**src/rtl/uart_rx_pkg.sv**
```systemverilog
package uart_rx_pkg;
  typedef enum logic [2:0] {
    ST_IDLE,
    ST_START,
    ST_DATA,
    ST_PAR,
    ST_STOP
  } rx_state_e;

  localparam int unsigned WORD_W = 8;

  // index of the last data bit for a width code (0..3 -> 4..7)
  function automatic logic [2:0] last_index(input logic [1:0] code);
    return {1'b0, code} + 3'd4;
  endfunction
endpackage

```
**src/rtl/uart_rx_sync.sv**
```systemverilog
module uart_rx_sync #(
  parameter int unsigned STAGES = 2
) (
  input  logic clk_i,
  input  logic rst_ni,
  input  logic rx_i,
  output logic rx_s_o,
  output logic fall_o
);
  logic [STAGES-1:0] chain_q;
  logic              prev_q;

  always_ff @(posedge clk_i or negedge rst_ni) begin
    if (!rst_ni) begin
      chain_q <= '1;
      prev_q  <= 1'b1;
    end else begin
      chain_q <= {chain_q[STAGES-2:0], rx_i};
      prev_q  <= chain_q[STAGES-1];
    end
  end

  assign rx_s_o = chain_q[STAGES-1];
  assign fall_o = prev_q & ~chain_q[STAGES-1];
endmodule

```
**src/rtl/uart_rx_parity.sv**
```systemverilog
module uart_rx_parity #(
  parameter int unsigned W = 8
) (
  input  logic [W-1:0] word_i,
  input  logic         en_i,
  input  logic         odd_i,
  input  logic         pbit_i,
  output logic         err_o
);
  logic expect_bit;

  // word is zero-extended, so reducing over all bits is exact
  assign expect_bit = odd_i ? ~^word_i : ^word_i;
  assign err_o      = en_i & (pbit_i != expect_bit);
endmodule

```
**src/rtl/uart_rx_core.sv**
```systemverilog
module uart_rx_core
  import uart_rx_pkg::*;
#(
  parameter int unsigned CNT_W = 12,
  parameter int unsigned W     = 8
) (
  input  logic             clk_i,
  input  logic             rst_ni,
  input  logic             rx_s_i,
  input  logic             fall_i,
  input  logic [1:0]       cfg_len_i,
  input  logic             cfg_par_en_i,
  input  logic [1:0]       cfg_stop_i,
  input  logic [CNT_W-1:0] cfg_half_i,
  output logic             stop_smp_o,
  output logic [W-1:0]     word_o,
  output logic             pbit_o
);
  localparam int unsigned LW = CNT_W + 3;
  localparam int unsigned IW = $clog2(W);

  rx_state_e       state_q;
  logic [LW-1:0]   cnt_q;
  logic [IW-1:0]   idx_q;
  logic [W-1:0]    word_q;
  logic            pbit_q;

  logic [LW-1:0] half_l, start_lim, bit_lim, smp_lim, end_lim;
  logic [IW-1:0] last_idx;

  always_comb begin
    half_l    = LW'(cfg_half_i);
    start_lim = half_l - LW'(1);
    bit_lim   = (half_l << 1) - LW'(1);
    smp_lim   = half_l + (half_l >> 1) - LW'(1);
    // stop ends (halves) half-bits after the end of the last bit
    end_lim   = half_l * (LW'(cfg_stop_i) + LW'(2)) - LW'(2);
    last_idx  = IW'(last_index(cfg_len_i));
  end

  always_ff @(posedge clk_i or negedge rst_ni) begin
    if (!rst_ni) begin
      state_q <= ST_IDLE;
      cnt_q   <= '0;
      idx_q   <= '0;
      word_q  <= '0;
      pbit_q  <= 1'b0;
    end else begin
      unique case (state_q)
        ST_IDLE: begin
          cnt_q <= '0;
          if (fall_i) state_q <= ST_START;
        end
        ST_START: begin
          if (cnt_q == start_lim) begin
            cnt_q   <= '0;
            idx_q   <= '0;
            word_q  <= '0;
            state_q <= rx_s_i ? ST_IDLE : ST_DATA;
          end else begin
            cnt_q <= cnt_q + LW'(1);
          end
        end
        ST_DATA: begin
          if (cnt_q == bit_lim) begin
            cnt_q         <= '0;
            word_q[idx_q] <= rx_s_i;
            if (idx_q == last_idx) state_q <= cfg_par_en_i ? ST_PAR : ST_STOP;
            else                   idx_q   <= idx_q + IW'(1);
          end else begin
            cnt_q <= cnt_q + LW'(1);
          end
        end
        ST_PAR: begin
          if (cnt_q == bit_lim) begin
            cnt_q   <= '0;
            pbit_q  <= rx_s_i;
            state_q <= ST_STOP;
          end else begin
            cnt_q <= cnt_q + LW'(1);
          end
        end
        ST_STOP: begin
          if (cnt_q == end_lim) begin
            cnt_q   <= '0;
            state_q <= ST_IDLE;
          end else begin
            cnt_q <= cnt_q + LW'(1);
          end
        end
        default: state_q <= ST_IDLE;
      endcase
    end
  end

  assign stop_smp_o = (state_q == ST_STOP) && (cnt_q == smp_lim);
  assign word_o     = word_q;
  assign pbit_o     = pbit_q;

  AST_GLITCH_IDLE: assert property (@(posedge clk_i) disable iff (!rst_ni)
    (state_q == ST_START && cnt_q == start_lim && rx_s_i) |=> state_q == ST_IDLE);
  AST_STOP_RELEASE: assert property (@(posedge clk_i) disable iff (!rst_ni)
    (state_q == ST_STOP && cnt_q == end_lim) |=> state_q == ST_IDLE);
  AST_IDX_RANGE: assert property (@(posedge clk_i) disable iff (!rst_ni)
    state_q == ST_DATA |-> idx_q <= last_idx);
endmodule

```
**src/rtl/uart_frame_rx.sv**
```systemverilog
module uart_frame_rx #(
  parameter int unsigned CNT_W  = 12,
  parameter int unsigned STAGES = 2
) (
  input  logic             clk_i,
  input  logic             rst_ni,
  input  logic             rx_i,
  input  logic [1:0]       cfg_len_i,
  input  logic             cfg_par_en_i,
  input  logic             cfg_odd_i,
  input  logic [1:0]       cfg_stop_i,
  input  logic [CNT_W-1:0] cfg_half_i,
  output logic             valid_o,
  output logic [7:0]       data_o,
  output logic             perr_o,
  output logic             ferr_o
);
  localparam int unsigned W = uart_rx_pkg::WORD_W;

  logic         rx_s, fall, stop_smp, pbit, par_err;
  logic [W-1:0] word;

  uart_rx_sync #(.STAGES(STAGES)) u_sync (
    .clk_i  (clk_i),
    .rst_ni (rst_ni),
    .rx_i   (rx_i),
    .rx_s_o (rx_s),
    .fall_o (fall)
  );

  uart_rx_core #(.CNT_W(CNT_W), .W(W)) u_core (
    .clk_i        (clk_i),
    .rst_ni       (rst_ni),
    .rx_s_i       (rx_s),
    .fall_i       (fall),
    .cfg_len_i    (cfg_len_i),
    .cfg_par_en_i (cfg_par_en_i),
    .cfg_stop_i   (cfg_stop_i),
    .cfg_half_i   (cfg_half_i),
    .stop_smp_o   (stop_smp),
    .word_o       (word),
    .pbit_o       (pbit)
  );

  uart_rx_parity #(.W(W)) u_par (
    .word_i (word),
    .en_i   (cfg_par_en_i),
    .odd_i  (cfg_odd_i),
    .pbit_i (pbit),
    .err_o  (par_err)
  );

  always_ff @(posedge clk_i or negedge rst_ni) begin
    if (!rst_ni) begin
      valid_o <= 1'b0;
      data_o  <= '0;
      perr_o  <= 1'b0;
      ferr_o  <= 1'b0;
    end else begin
      valid_o <= stop_smp;
      perr_o  <= stop_smp & par_err;
      ferr_o  <= stop_smp & ~rx_s;
      if (stop_smp) data_o <= word;
    end
  end

  AST_VALID_PULSE: assert property (@(posedge clk_i) disable iff (!rst_ni)
    valid_o |=> !valid_o);
  AST_ZERO_EXT: assert property (@(posedge clk_i) disable iff (!rst_ni)
    (valid_o && cfg_len_i == 2'd0) |-> data_o[7:5] == 3'd0);
  AST_PERR_ALIGNED: assert property (@(posedge clk_i) disable iff (!rst_ni)
    perr_o |-> valid_o);
  AST_NO_PERR_UNPAR: assert property (@(posedge clk_i) disable iff (!rst_ni)
    !cfg_par_en_i |-> !perr_o);
  AST_FERR_ALIGNED: assert property (@(posedge clk_i) disable iff (!rst_ni)
    ferr_o |-> valid_o);
endmodule

```
**config.mk**
```make
export PLATFORM = sky130hd
export DESIGN_NAME = uart_frame_rx
export DESIGN_NICKNAME = d
export VERILOG_FILES = /design/src/rtl/uart_rx_pkg.sv /design/src/rtl/uart_rx_sync.sv /design/src/rtl/uart_rx_parity.sv /design/src/rtl/uart_rx_core.sv /design/src/rtl/uart_frame_rx.sv
export SDC_FILE = /design/constraint.sdc
export NUM_CORES = 1
export LEC_CHECK = 0
export BUFFER_PORTS_ARGS = -buffer_cell sky130_fd_sc_hd__buf_2
export CORE_UTILIZATION = 50
export DETAILED_ROUTE_END_ITERATION = 8
export GPL_TIMING_DRIVEN = 1
export PLACE_DENSITY = 0.67
export REMOVE_ABC_BUFFERS = 1
export SKIP_CTS_REPAIR_TIMING = 1
export SYNTH_ARGS = -nofsm -noshare
export SYNTH_HDL_FRONTEND = slang
export SYNTH_SLANG_ARGS = --single-unit
export TNS_END_PERCENT = 100
```
**constraint.sdc**
```tcl
create_clock -name clk_i -period 3.4 [get_ports clk_i]
set_input_delay 0.51 -clock clk_i [delete_from_list [all_inputs] [get_ports clk_i]]
set_output_delay 0.51 -clock clk_i [all_outputs]
set_load 0.02 [all_outputs]
```
======== After elaboration in Yosys (flattened, before gate mapping) ========
Index checks and enable logic that the tools add are counted.
word-level totals
  bits in registers ....................... 44
  input bits .............................. 21
  output and inout port bits .............. 11
  word-level logic and storage cells ...... 81
operators by class
  $add $sub $neg .......................... 9
  $mul .................................... 1
  order comparisons ....................... 2
  equal/unequal tests ..................... 17
  mux-type cells .......................... 24
  bitwise gates (word level) .............. 5
  reductions and logical operators ........ 12
operators with widths
  cell                                                        count
  == test 15 bit                                              4
  case mux 15 bit (4 select lines)                            1
  2-to-1 mux 15 bit                                           3
  2-to-1 mux 3 bit                                            10
  2-to-1 mux 8 bit                                            2
  case mux 8 bit (2 select lines)                             1
  adder 15 x 1 -> 15 bit, second input constant               1
  multiplier 12 x 15 -> 15 bit                                1
  case mux 3 bit (5 select lines)                             1
  subtractor 15 x 1 -> 15 bit, second input constant          1
  subtractor 15 x 2 -> 15 bit, second input constant          1
  subtractor 13 x 1 -> 14 bit, second input constant          1
  adder 12 x 11 -> 13 bit                                     1
  subtractor 12 x 1 -> 13 bit, second input constant          1
  inequality test 2 x 1 -> 1 bit, second input constant       5
  bitwise mux 8 bit                                           1
  XNOR reduction 8 bit                                        1
  XOR reduction 8 bit                                         1
  == test 3 x 2 -> 1 bit, second input constant               2
  case mux 3 bit (2 select lines)                             1
  AND reduction 6 bit                                         1
  bitwise AND 1 bit                                           4
  less-than comparator 3 x 4 -> 1 bit, second input constant  1
  inequality test 2 bit, second input constant                2
  20 further kinds                                            22

======== Longest topological paths before layout ========
  depth in word-level cells ............... 7
  gate-level depth with buffers ........... 19
  depth with buffers taken out ............ 17

======== By module ========
From an unflattened synthesis, not the netlist that was laid out.
second synthesis, totals
  cell total of the unflattened synthesis .. 689
  area, all modules ....................... 5630.4 um2
modules (own cells, without submodules)
  module          times used  cells an instance  area an instance (um2)
  uart_rx_core    1           654                5028.6
  uart_frame_rx   1           22                 419.2
  uart_rx_sync    1           4                  92.6
  uart_rx_parity  1           9                  90.1

======== Worst setup path after synthesis ========
Ideal clock, no wire load.
  path kind ............................... input-to-reg
  start ................................... input cfg_half_i[9]
  end ..................................... register u_core.cnt_q[0]
  arrival ................................. 4.168 ns
  setup slack ............................. -0.892 ns
  stages .................................. 15
  buffers on the path ..................... 2
  cells stage by stage .................... clkbuf_1 -> inv_1 -> o21a_1 -> fa_1 -> ha_1 -> a21oi_1 -> o21ai_0 -> a21o_1 -> a221oi_1 -> xnor2_1 -> or3_1 -> nor4_1 -> o21bai_1 -> buf_2 -> mux2_2
between the ends
  cells in the longest elaborated chain, start to end .. 5
  elaborated cells on any way between the ends .. 11
  those cells by class .................... add/sub: 3; mul: 1; eq/ne: 3; mux: 4
ends and longest elaborated chain
  what                                line                 text
  start: declaration                  uart_frame_rx.sv:12  input logic [CNT_W-1:0] cfg_half_i,
  multiplier 12 x 15 -> 15 bit        uart_rx_core.sv:37   end_lim = half_l * (LW'(cfg_stop_i) + LW'(2)) - LW'(2);
  subtractor 15 x 2 -> 15 bit         uart_rx_core.sv:37
  == test 15 bit                      uart_rx_core.sv:84   if (cnt_q == end_lim) begin
  2-to-1 mux 15 bit                   uart_rx_core.sv:84
  case mux 15 bit (4 select lines) *  uart_rx_core.sv:49   unique case (state_q)
  end signal: assignment              uart_rx_core.sv:61   cnt_q <= cnt_q + LW'(1);
  end signal: assignment              uart_rx_core.sv:80   cnt_q <= cnt_q + LW'(1);
  end signal: assignment              uart_rx_core.sv:88   cnt_q <= cnt_q + LW'(1);
  end: declaration                    uart_rx_core.sv:23   logic [LW-1:0] cnt_q;
Every way passes the cells marked *; elsewhere a longest branch is shown, timed or not.
A chain may end at the register's enable or synchronous reset.

======== Final worst setup path ========
  start ................................... input cfg_stop_i[0]
  end ..................................... register u_core.cnt_q[11]
between the ends
  cells in the longest elaborated chain, start to end .. 6
ends and longest elaborated chain
  what                              line                 text
  start: declaration                uart_frame_rx.sv:11  input logic [1:0] cfg_stop_i,
  adder 2 x 2 -> 3 bit              uart_rx_core.sv:37
  multiplier 12 x 15 -> 15 bit      uart_rx_core.sv:37
  subtractor 15 x 2 -> 15 bit       uart_rx_core.sv:37
  == test 15 bit                    uart_rx_core.sv:84
  2-to-1 mux 15 bit                 uart_rx_core.sv:84
  case mux 15 bit (4 select lines)  uart_rx_core.sv:49
No other way between the ends.

==> summary.txt <==
Status -> finished with violations
Violated checks -> negative setup slack
Antenna cells -> 0
Avg WL per Cell -> 18.7 um
PnR Total Power -> 2.91 mW
Area growth from synthesis to layout -> 37.6%
Final instance area -> 7900 um^2
Synthesis Warnings -> 0
DRC viols -> 0
GRT Total Usage -> 30.0%
Root buf cell -> clkbuf_16
Sum Neg Setup Slack -> -7.18 ns
Core area -> 11000 um^2
Largest buffer count on any clock path -> 2
Reg2reg setup slack -> 0.22 ns
H-tree depth -> 2
Total die area -> 11900 um^2
DRT iter0 DRCs -> 511
Clock latency at the later pin of the worst-skew pair -> 0.28 ns
CP Max Fanout -> 9
Net count, final -> 943
Slowest cell on crit path -> fa_1
Antenna-violating nets left -> 0
Row count -> 38
P per Cell Area -> 369 nW/um^2
Cells after DPL -> 981
LEAKAGE -> 3.59 nW
Worst EP required -> 3.56 ns
RD Place Congestion -> 0.980
Crit share post-route -> 111%
P_int -> 1.73 mW
Die X-Extent -> 109 um
Worst slew pin tran -> 1.34 ns
Most frequent CP cell -> buf_4
Peak supply drop -> 0.384 mV
Slowest stage delay, CP -> 0.60 ns
Clock sinks -> 44
Clock Pin Slew Worst Setup and Hold Paths -> 0.06 ns
Share of cells above drive strength 1 -> 37.2%
Vias per cell -> 5.91
Main flop type after synthesis -> dfrtp_1
Most frequent cells in the layout -> 155 x buf_4, 56 x xnor2_1, 49 x nand2_1
Die H -> 109 um
R2r endpoint -> u_core.state_q[1]
First-pass GRT wire length -> 27700 um
Gr ovfl total -> 0
RSZ-0062 raised after global routing -> true
Port-buffer cells -> 31
Mean Syn Cell Area -> 8.26 um^2
Pre-antenna DRT Iters -> 5
Crit path launch -> cfg_stop_i[0]
Final worst slack -> -0.380 ns
Yosys reg bits -> 44
I/O pin count -> 32
Initial Utilization -> 52.1%
Area contributors post-synth -> dfrtp_1 18%, ha_1 10%, xnor2_1 8.8%
Hold path start -> rx_i
CP endpoint kind -> register
Synth Instances -> 695
CP endpoint -> u_core.cnt_q[11]
CTS tree -> yes
Final std cells w/o fill -> 1004
Clock Power Share -> 15.6%
Vias in the first global route -> 5621
Post-synth design cell area -> 5740 um^2
Critical Path Start Type -> input pin
CP arrival -> 3.94 ns
Clk_skew -> 0.00644 ns
Setup violators final -> 26
Seq/Total Area, Yosys -> 19.2%
Drt total wl -> 18800 um
Sequential Power Share -> 23.4%
Gate power share -> 61.0%
Post-synth EDFFs -> 0
DP Area -> 7030 um^2
P_sw -> 1.18 mW
Highest clock rate -> 265 MHz
Vias -> 5931
Commonest non-fill, non-tap cell in the layout -> buf_4
Initial antenna violation count -> 0
Reg2Reg Launch Point -> u_core.cnt_q[13]
Inserted Clock Buffers -> 5
Final hold viol count -> 0
Post-place setup slack -> -0.936 ns
Post-synth top area cell -> dfrtp_1
CP Cell Sequence -> buf_2 -> buf_4 -> and2_4 -> fa_1 -> ha_4 -> a21oi_4 -> o21ai_2 -> a21o_1 -> a221oi_2 -> xnor2_1 -> or3_1 -> nor4_2 -> buf_4 -> o21bai_4 -> buf_6 -> a21oi_2 -> o21ai_1
Switching Fraction -> 40.5%
HPWL after DPL -> 14000 um
Worst Reg-to-Reg Cells -> 10
Slew Viols, Final -> 0
Post-synthesis cell type count -> 88
Rel. slew slack -> 10.5%
Yosys top cell area share -> 17.9%
Tightest Hold Check Type -> input pin to register
Pin count of the biggest net entering global routing -> 45
Final min period -> 3.78 ns
Worst setup path class -> input pin to register
Max Cap Viol -> 0
Async SR Flop Fraction -> 100%
## stage by stage
| step | util (%) | hold slack (ns) |
|---|---|---|
| floorplan | - | 0.214 |
| global placement | 63.7 | 0.348 |
| detailed placement | 63.7 | 0.352 |
| CTS | 65.0 | 0.331 |
| global route | 71.6 | 0.332 |
| finish | 71.6 | 0.334 |
## power by group through the flow
stage | clock (mW) | sequential [mW] | combinational [mW]
final | 0.454 | 0.683 | 1.78
after global routing | 0.481 | 0.681 | 1.91
after floorplan | 0 | 0.671 | 0.877
after detailed placement | 0 | 0.683 | 1.48
after CTS | 0.461 | 0.674 | 1.49
after global placement | 0 | 0.683 | 1.45
## cell type report
type                    count  area [um^2]
flip-flops and latches     44         1100
multi-input cells         569         4790
clock inverters             2         12.5
repair buffers            197         1520
fillers                   892         3130
inverters                  47          181
clock buffers               5          125
well taps                 140          175
## worst max-delay path, delay by kind of cell
kind                     cells  cell delay, ns
AO/OA/AOI/OAI                7            1.05
adder cells (fa/ha/maj)      2            0.83
AND/OR/NAND/NOR              3            0.81
buffers and inverters        4            0.62
XOR/XNOR                     1            0.10
## worst min path at each step
stage                              to  slack (ns)  cells after the start
floorplan                   data_o[0]        0.21                      0
global placement    u_sync.chain_q[1]        0.35                      0
detailed placement  u_sync.chain_q[1]        0.35                      0
CTS                 u_sync.chain_q[0]        0.33                      1
global route        u_sync.chain_q[0]        0.33                      1
finish              u_sync.chain_q[0]        0.33                      1
## Yosys cell counts, drive strengths merged (17+ instances only)
library cell / instances
xnor2: 58
and2: 17
ha: 46
nor2: 37
xor2: 29
nand2: 54
inv: 47
o21ai: 55
a21oi: 35
nand3: 31
clkbuf: 20
dfrtp: 41
## metal layers
metal,global-route usage [%],wire length [um]
met1,40.4,8080
met2,51.4,9210
met3,3.41,906
met4,6.86,578
met5,0,0
## cell families (layout without fill, tap and decap cells)
group | count (synthesis) | after routing | share of synthesized area, %
DFF | 44 | 44 | 19.2
muxes | 21 | 21 | 4.49
AOI/OAI and AO/OA | 177 | 177 | 20.8
xor gates and xnor gates | 91 | 91 | 14.9
and+or+nand+nor | 222 | 222 | 20.1
adders and majority gates | 58 | 58 | 14.2
buffers and inverters | 82 | 251 | 6.27
## sequential cells by signal, indices dropped and copies added, names as in the netlist, 2 cells and up
| signal | cells |
|---|---|
| u_core.cnt_q | 15 |
| u_core.state_q | 3 |
| data_o | 8 |
| u_sync.chain_q | 2 |
| u_core.idx_q | 3 |
| u_core.word_o | 8 |
No activity file was read; power rests on OpenSTA's default activity.
